File: src/rtl/wbr_pkg.sv
package wbr_pkg;

  typedef enum logic [1:0] {
    BR_ZERO    = 2'd0,
    BR_NONZERO = 2'd1,
    BR_ALL     = 2'd2,
    BR_ANY     = 2'd3
  } br_op_e;

endpackage

File: src/rtl/wbr_scalar_test.sv
module wbr_scalar_test #(
  parameter int DATA_W = 32
) (
  input  logic              use_imm,
  input  logic [DATA_W-1:0] imm_val,
  input  logic [DATA_W-1:0] vec_lane0,
  output logic              is_zero
);

  logic [DATA_W-1:0] operand;

  always_comb begin
    operand = use_imm ? imm_val : vec_lane0;
    is_zero = (operand == '0);
  end

endmodule

File: src/rtl/wbr_mask_reduce.sv
module wbr_mask_reduce #(
  parameter int LANES = 32,
  parameter int CNT_W = $clog2(LANES + 1)
) (
  input  logic [LANES-1:0] lane_mask,
  input  logic [CNT_W-1:0] lane_count,
  output logic             all_set,
  output logic             any_set
);

  logic [LANES-1:0] lane_en;

  // Lane g is enabled when the active count exceeds its index; counts
  // above LANES naturally enable every lane.
  for (genvar g = 0; g < LANES; g++) begin : g_en
    assign lane_en[g] = (lane_count > CNT_W'(g));
  end

  always_comb begin
    all_set = &(lane_mask | ~lane_en);
    any_set = |(lane_mask & lane_en);
  end

endmodule

File: src/rtl/wbr_decide.sv
module wbr_decide
  import wbr_pkg::*;
(
  input  logic [1:0] br_op,
  input  logic       scalar_zero,
  input  logic       all_set,
  input  logic       any_set,
  output logic       take
);

  br_op_e op;

  always_comb begin
    op = br_op_e'(br_op);
    unique case (op)
      BR_ZERO:    take = scalar_zero;
      BR_NONZERO: take = ~scalar_zero;
      BR_ALL:     take = all_set;
      BR_ANY:     take = any_set;
      default:    take = 1'b0;
    endcase
  end

endmodule

File: src/rtl/wave_branch_unit.sv
module wave_branch_unit #(
  parameter int LANES  = 32,
  parameter int PC_W   = 16,
  parameter int DATA_W = 32,
  parameter int CNT_W  = $clog2(LANES + 1)
) (
  input  logic              clk,
  input  logic              rst_n,
  input  logic              br_valid,
  input  logic [1:0]        br_op,
  input  logic              use_imm,
  input  logic [DATA_W-1:0] imm_val,
  input  logic [DATA_W-1:0] vec_lane0,
  input  logic [LANES-1:0]  lane_mask,
  input  logic [CNT_W-1:0]  lane_count,
  input  logic [PC_W-1:0]   cur_pc,
  input  logic [PC_W-1:0]   target_pc,
  output logic              out_valid,
  output logic              br_taken,
  output logic [PC_W-1:0]   next_pc
);

  localparam logic [PC_W-1:0] PC_STEP = PC_W'(1);

  logic            scalar_zero;
  logic            all_set;
  logic            any_set;
  logic            take_d;
  logic [PC_W-1:0] pc_d;
  logic            res_en;

  wbr_scalar_test #(.DATA_W(DATA_W)) u_scalar (
    .use_imm   (use_imm),
    .imm_val   (imm_val),
    .vec_lane0 (vec_lane0),
    .is_zero   (scalar_zero)
  );

  wbr_mask_reduce #(.LANES(LANES), .CNT_W(CNT_W)) u_reduce (
    .lane_mask  (lane_mask),
    .lane_count (lane_count),
    .all_set    (all_set),
    .any_set    (any_set)
  );

  wbr_decide u_decide (
    .br_op       (br_op),
    .scalar_zero (scalar_zero),
    .all_set     (all_set),
    .any_set     (any_set),
    .take        (take_d)
  );

  // next-state
  always_comb begin
    res_en = br_valid;
    pc_d   = take_d ? target_pc : (cur_pc + PC_STEP);
  end

  // registers
  always_ff @(posedge clk or negedge rst_n) begin
    if (!rst_n) begin
      out_valid <= 1'b0;
      br_taken  <= 1'b0;
      next_pc   <= '0;
    end else begin
      out_valid <= br_valid;
      if (res_en) begin
        br_taken <= take_d;
        next_pc  <= pc_d;
      end
    end
  end

endmodule

File: config.mk
export PLATFORM = sky130hd
export DESIGN_NAME = wave_branch_unit
export DESIGN_NICKNAME = d
export VERILOG_FILES = /design/src/rtl/wbr_pkg.sv /design/src/rtl/wbr_scalar_test.sv /design/src/rtl/wbr_mask_reduce.sv /design/src/rtl/wbr_decide.sv /design/src/rtl/wave_branch_unit.sv
export SDC_FILE = /design/constraint.sdc
export NUM_CORES = 1
export LEC_CHECK = 0
export CORE_MARGIN = 4
export CORE_UTILIZATION = 35
export DETAILED_ROUTE_END_ITERATION = 10
export GPL_TIMING_DRIVEN = 1
export HOLD_SLACK_MARGIN = 0.06
export PLACE_DENSITY_LB_ADDON = 0.25
export SYNTH_ARGS = -nofsm -noshare
export SYNTH_HDL_FRONTEND = slang
export SYNTH_SLANG_ARGS = --single-unit
File: constraint.sdc
create_clock -name clk -period 0.95 [get_ports clk]
set_input_delay 0.2375 -clock clk [delete_from_list [all_inputs] [get_ports clk]]
set_output_delay 0.2375 -clock clk [all_outputs]
set_load 0.005 [all_outputs]
==> flow_summary_export.csv, run 1 <==
group,metric,value,unit
cts,path_clk_slew,0.08,ns
cts,cts_tree,"done",
yosys,yosysWarnings,0,
yosys,ys.flop_type,"dfrtp_1",
placed_design,post-place-ws,-2.04,ns
floorplan,num_rows,28,
critical_path,cp.arrival,2.55,ns
yosys,yosysSeqAreaShare,20.8,%
yosys,ys_types,52,
floorplan,start_util,36.3,%
global_route,globalRouteTotalUtil,28.6,%
sta,hold_violations,0,
run_status,violations,"setup timing",
cts,ctsHoldBuffers,0,
global_route,grt_pass1_vias,3588,
placed_design,io_buffers,157,
placed_design,place.gp.congestion,0.896,
drt,drtAntennaViolNets,0,
drt,dr.pass1.iters,5,
sta,finClkSkew,0,ns
yosys,synth_area_per_cell,7.13,um^2
yosys,synth_nets,444,
sta,timing.fmax,0.416,GHz
cts,clock_path_buffers,2,
floorplan,dieHeight,86.6,um
cts,clk_latency,0.26,ns
sta,setup_viol,35,
flow_run,cap_violations,0,
critical_path,required,1.10,ns
global_route,grt_pass1_wl,17100,um
power_and_ir_drop,power,3.67,mW
cts,cts_buffers,3,
yosys,synth_area,2160,um^2
floorplan,boundaryPins,158,
critical_path,cp-end-kind,"flip-flop",
placed_design,hpwlAfterDp,8730,um
cells_and_area,fin_nets,690,
floorplan,die_w,86.6,um
power_and_ir_drop,power.leakage,2.17,nW
hold_path,hold_path_class,"in -> async",
sta,fin_crit_sh,253,%
run_status,status,"finished with violations",
placed_design,placed_area,4410,um^2
sta,postLayoutSetupSlackWorst,-1.45,ns
floorplan,die-area,7500,um^2
yosys,synth-edff-count,0,
cells_and_area,drive_above_1_share,36.3,%
sta,whs,0.322,ns
yosys,netlist_instances,303,
power_and_ir_drop,p_per_area,736,nW/um^2
critical_path,r2r_cells,3,
drt,wl,12400,um
yosys,synth-async-reset-ratio,100,%
cells_and_area,utilization,83.7,%
critical_path,rrSetupSlack,-0.13,ns
sta,drv_slew,0,
cts,cts_max_level,1,
global_route,overflow,0,
cells_and_area,final_area,4980,um^2
power_and_ir_drop,irDropWorstVdd,0.788,mV
drt,viasPerCell,5.91,
critical_path,reg2reg_from,"next_pc[2]$_DFFE_PN0P_",
cts,cts-root-buf,"clkbuf_8",
cells_and_area,n_fill_cell,372,
floorplan,fp.coreArea,5960,um^2
cts,cts_sinks,18,
drt,drt-initial-drc-count,291,
drt,wire_per_inst,19.9,um
sta,tightest_slew,0.392,ns
critical_path,cp_max_fo,6,
yosys,ys_ff_latch,18,
cells_and_area,syn_to_final_growth,131,%
global_route,antenna_found_initial,0,
sta,min_period,2.40,ns
critical_path,rr_endpoint,"next_pc[2]$_DFFE_PN0P_",
sta,maxSlewHeadroom,73.7,%
sta,rsz0062_at_grt,"yes",
cells_and_area,n_antenna_cell,0,
global_route,grt_start_max_net_pins,27,
critical_path,worstSetupPathType,"in -> reg",
drt,vias,3679,
critical_path,start_kind,"input port",
drt,drc_errors,0,
state kept, by name, indices dropped and copies added (netlist names):
| name | count |
|---|---|
| next_pc | 16 |
| out_valid | 1 |
| br_taken | 1 |
cell usage in the layout, fill, tap and decap left out, types with 3 or more instances in the layout:
cell	n
buf_6	8
xnor2_1	8
a31o_4	5
a31o_2	3
dfrtp_1	18
nand2_1	23
inv_1	16
dlymetal6s2s_1	18
or3_1	4
o22ai_1	3
nor3_1	5
nor4_2	8
nor3_2	3
a31oi_1	3
a21oi_1	25
clkbuf_8	4
xor2_1	5
nand3_1	8
o2bb2ai_2	6
buf_4	91
a221o_1	7
buf_8	3
a221oi_2	3
buf_2	20
nand4_1	13
o21ai_0	14
nor2_1	24
nor4_1	7
a21oi_2	12
a2111oi_2	3
clkdlybuf4s50_1	115
and3_1	5
worst max-delay path, cell delays in order:
cell             delay (ns)
clkdlybuf4s50_1        0.43
nor4_1                 0.35
nand4_1                0.20
nor4_4                 0.18
a21oi_2                0.11
xnor2_2                0.17
a2bb2oi_4              0.34
clkbuf_16              0.23
a21oi_2                0.05
a221o_1                0.25
cells by family (layout without fill, tap and decap cells):
logic type / count (synthesis) / count (layout) / share of synthesized area (%)
AOI/OAI and AO/OA: 116 / 116 / 37.4
and+or+nand+nor: 114 / 115 / 26.8
buffers and inverters: 37 / 281 / 7.24
DFF: 18 / 18 / 20.8
xor gates and xnor gates: 14 / 14 / 5.67
adders and majority gates: 4 / 4 / 2.03
worst max-delay path by stage:
stage | startpoint | cells after the start | endpoint
global placement | lane_count[0] | 11 | br_taken$_DFFE_PN0P_
CTS | lane_count[1] | 9 | next_pc[4]$_DFFE_PN0P_
floorplan | lane_count[2] | 10 | next_pc[0]$_DFFE_PN0P_
detailed placement | lane_count[0] | 10 | next_pc[1]$_DFFE_PN0P_
global route | vec_lane0[11] | 10 | next_pc[12]$_DFFE_PN0P_
finish | imm_val[5] | 10 | next_pc[12]$_DFFE_PN0P_
synth_stat cells (all sizes together) (3+ instances only):
library cell  number  share of area (%)
a221o              7                3.2
nand3              8                1.9
a2111oi            4                1.9
nor3               8                1.9
a31oi              4                1.2
dfrtp             18                 21
buf                5                1.7
clkbuf            16                2.8
nand2             23                4.0
inv               16                2.8
a21oi             37                8.6
or3                4                1.2
a31o               9                3.6
nor4              17                4.9
and3               5                1.4
o2bb2ai            8                3.2
a2bb2oi            4                1.6
xor2               5                2.0
nor2              27                4.7
o21ai             16                3.7
a221oi             3                1.2
o22ai              3               0.87
maj3               3                1.4
nand4             13                3.8
or2                3               0.87
xnor2              9                3.6
area by class of cell:
type                       instances  area [um^2]  area share [%]
inverter                          16         60.1            1.21
tap                               75         93.8            1.88
sequential                        18          450            9.04
multi-input combinational        249         1930            38.7
clock buffer                       4         55.1            1.10
timing repair buffer             261         2390            48.1
stage by stage:
step / setup TNS, ns / instances
finish: -24.88 / 623
global route: -26.88 / 623
CTS: -25.62 / 612
detailed placement: -36.39 / 599
global placement: -35.75 / 599
floorplan: -22.97 / 303
layer usage:
metal | vias to the layer above | global-route usage [%] | share of wire (%)
met4 | 0 | 8.22 | 2.5
met1 | 1760 | 32.4 | 36
met2 | 221 | 51.4 | 52
met3 | 31 | 8.56 | 9.2
li1 | 1667 | - | -
met5 | - | 0 | 0
repair_timing:
item,CTS,global route
endpoints found under the setup margin,35,35
pin swaps,16,39
gates cloned,2,2
buffers inserted,7,9
resized for setup,119,73
endpoints found under the hold margin,0,0
where the power goes:
group          leakage [nW]  internal (mW)  total [mW]  switching, mW
combinational          1.92           1.24        2.08          0.840
sequential            0.217          0.858       0.924         0.0655
clock                0.0288          0.369       0.665          0.296
total                  2.17           2.47        3.67           1.20
(Power assumes the default switching activity.)
==> run 2, diff against run 1 <==
- GPL_TIMING_DRIVEN: 1 -> default
==> results of run 2 <==
Final layout, timing and power as in run 1 (identical DEF).
==> run 3, diff against run 2 <==
- CORE_ASPECT_RATIO: default -> 0.7
==> flow_summary_export.csv, run 3 (same netlist as run 1, synthesis figures left out) <==
group,metric,value,unit
critical_path,required,1.10,ns
power_and_ir_drop,power.internal,2.50,mW
power_and_ir_drop,p_per_area,744,nW/um^2
power_and_ir_drop,p_seq_share,24.2,%
sta,hold_violations,0,
global_route,antenna_found_initial,0,
run_status,status,"finished with violations",
global_route,grt_pass1_vias,3665,
sta,timing.fmax,0.429,GHz
drt,wl,13500,um
cts,cts_tree,"done",
global_route,grt_start_max_net_pins,26,
floorplan,start_util,37.0,%
cells_and_area,final_area,5100,um^2
placed_design,io_buffers,157,
cells_and_area,reg.largest.list,"next_pc x16, br_taken x1, out_valid x1",
floorplan,dieHeight,73.7,um
placed_design,hpwlAfterDp,8960,um
drt,drtAntennaViolNets,0,
floorplan,die_w,102,um
run_status,violations,"setup timing",
cts,path_clk_slew,0.08,ns
hold_path,hold_path_class,"in -> async",
placed_design,place.gp.congestion,0.950,
sta,postLayoutSetupSlackWorst,-1.38,ns
power_and_ir_drop,irDropWorstVdd,0.563,mV
global_route,globalRouteTotalUtil,29.5,%
critical_path,worstSetupPathType,"in -> reg",
sta,drv_slew,0,
cells_and_area,largest_register_ffs,16,
cells_and_area,final_common_cell,"clkdlybuf4s50_1",
drt,drc_errors,0,
cells_and_area,n_antenna_cell,0,
cts,clock_path_buffers,2,
floorplan,num_rows,23,
cells_and_area,drive_above_1_share,38.1,%
placed_design,placed_area,4460,um^2
flow_run,cap_violations,0,
global_route,grt_pass1_wl,17400,um
power_and_ir_drop,p_switching,1.29,mW
sta,min_period,2.33,ns
placed_design,dp_cells,604,
drt,wire_per_inst,21.4,um
drt,drt-initial-drc-count,368,
power_and_ir_drop,power_frac_comb,57.6,%
critical_path,cp_max_fo,6,
critical_path,cp.arrival,2.48,ns
cells_and_area,fin_nets,696,
critical_path,cp-end-kind,"flip-flop",
cts,cts-root-buf,"clkbuf_8",
cells_and_area,top_register,"next_pc",
power_and_ir_drop,p_clk_share,18.2,%
power_and_ir_drop,switching_share,34.1,%
cts,cts_sinks,18,
sta,finClkSkew,0,ns
drt,vias,3871,
floorplan,fp.coreArea,5840,um^2
drt,dr.pass1.iters,8,
sta,maxSlewHeadroom,72.9,%
drt,viasPerCell,6.15,
sta,fin_setup_tns,-24.35,ns
cells_and_area,final_cell_mix,"clkdlybuf4s50_1 (110), buf_4 (95), nor2_1 (24), dlymetal6s2s_1 (23), nand2_1 (22)",
sta,tightest_slew,0.404,ns
cells_and_area,syn_to_final_growth,136,%
global_route,overflow,0,
sta,rsz0062_at_grt,"yes",
sta,fin_crit_sh,245,%
cts,cts_buffers,3,
floorplan,die-area,7520,um^2
cts,clk_latency,0.27,ns
cts,cts_max_level,1,
sta,setup_viol,35,
cts,ctsHoldBuffers,0,
power_and_ir_drop,power.leakage,2.24,nW
cells_and_area,instances_no_fill,629,
floorplan,boundaryPins,158,
critical_path,start_kind,"input port",
critical_path,rrSetupSlack,-0.17,ns
## run 3: changes by cell type in the layout (fill, tap and decap cells not counted), moves of 3 or more
| cell | change |
|---|---|
| buf_6 | +5 |
| dlymetal6s2s_1 | +5 |
| nor4_2 | -6 |
| clkdlybuf4s50_1 | -5 |
| a21oi_1 | -5 |
| buf_4 | +4 |
| nor4_1 | +6 |
| a21oi_2 | +3 |
| o21ai_0 | -4 |
| buf_8 | -3 |
## run 3: metrics by stage
step                setup slack, ns  util (%)  total power [mW]  hold slack [ns]
floorplan                     -1.42         -              1.47          -0.0581
global placement              -1.98      76.4              2.73            0.469
detailed placement            -1.98      76.4              2.77            0.477
CTS                           -1.47      79.6              3.50            0.311
global route                  -1.55      87.3              3.92            0.323
finish                        -1.38      87.3              3.79            0.303
## run 3: final timing paths
path                                     endpoint  cells past startpoint                    from
setup / recovery           next_pc[3]$_DFFE_PN0P_                     10           vec_lane0[31]
hold / removal             next_pc[3]$_DFFE_PN0P_                      2                   rst_n
setup reg to reg           next_pc[0]$_DFFE_PN0P_                      3  next_pc[0]$_DFFE_PN0P_
hold reg to reg            next_pc[6]$_DFFE_PN0P_                      1  next_pc[6]$_DFFE_PN0P_
max in group asynchronous  next_pc[7]$_DFFE_PN0P_                      2                   rst_n
min in group clk           next_pc[6]$_DFFE_PN0P_                      1  next_pc[6]$_DFFE_PN0P_
## run 3: critical path, stage by stage
cell             delay (ns)
clkdlybuf4s50_1        0.41
nor4_1                 0.37
nand4_1                0.20
nor3_2                 0.24
a21oi_2                0.08
xnor2_2                0.16
a2bb2oi_4              0.26
buf_6                  0.17
a21oi_2                0.06
a221o_1                0.27
## run 3: layout make-up
class                           instances  area, um^2
Clock buffer                            4        55.1
Multi-Input combinational cell        249        1990
Sequential cell                        18         450
Fill cell                             301         743
Inverter                               16        63.8
Tap cell                               75        93.8
Timing Repair Buffer                  267        2450
## run 3: power by group through the flow
stage	Sequential [mW]	Combinational, mW	Clock (mW)
after floorplan	0.928	0.538	0
after global placement	0.930	1.80	0
after detailed placement	0.928	1.84	0
after CTS	0.914	1.91	0.682
after global routing	0.928	2.29	0.700
final	0.919	2.18	0.691
## run 3: routing by layer
layer	share of wire, %	vias up	wire length, um	global-route usage, %
li1	-	1684	-	-
met1	37	1806	5000	35.8
met2	48	325	6490	50.8
met3	12	56	1550	9.20
met4	3.1	0	423	7.71
met5	0	-	0	0
## run 3: what timing repair did
item / CTS / global route
setup endpoints to repair: 35 / 35
cloned: 2 / 3
gates resized for setup: 125 / 90
endpoints found under the hold margin: 0 / 0
buffers inserted: 8 / 8
pin swaps: 14 / 46
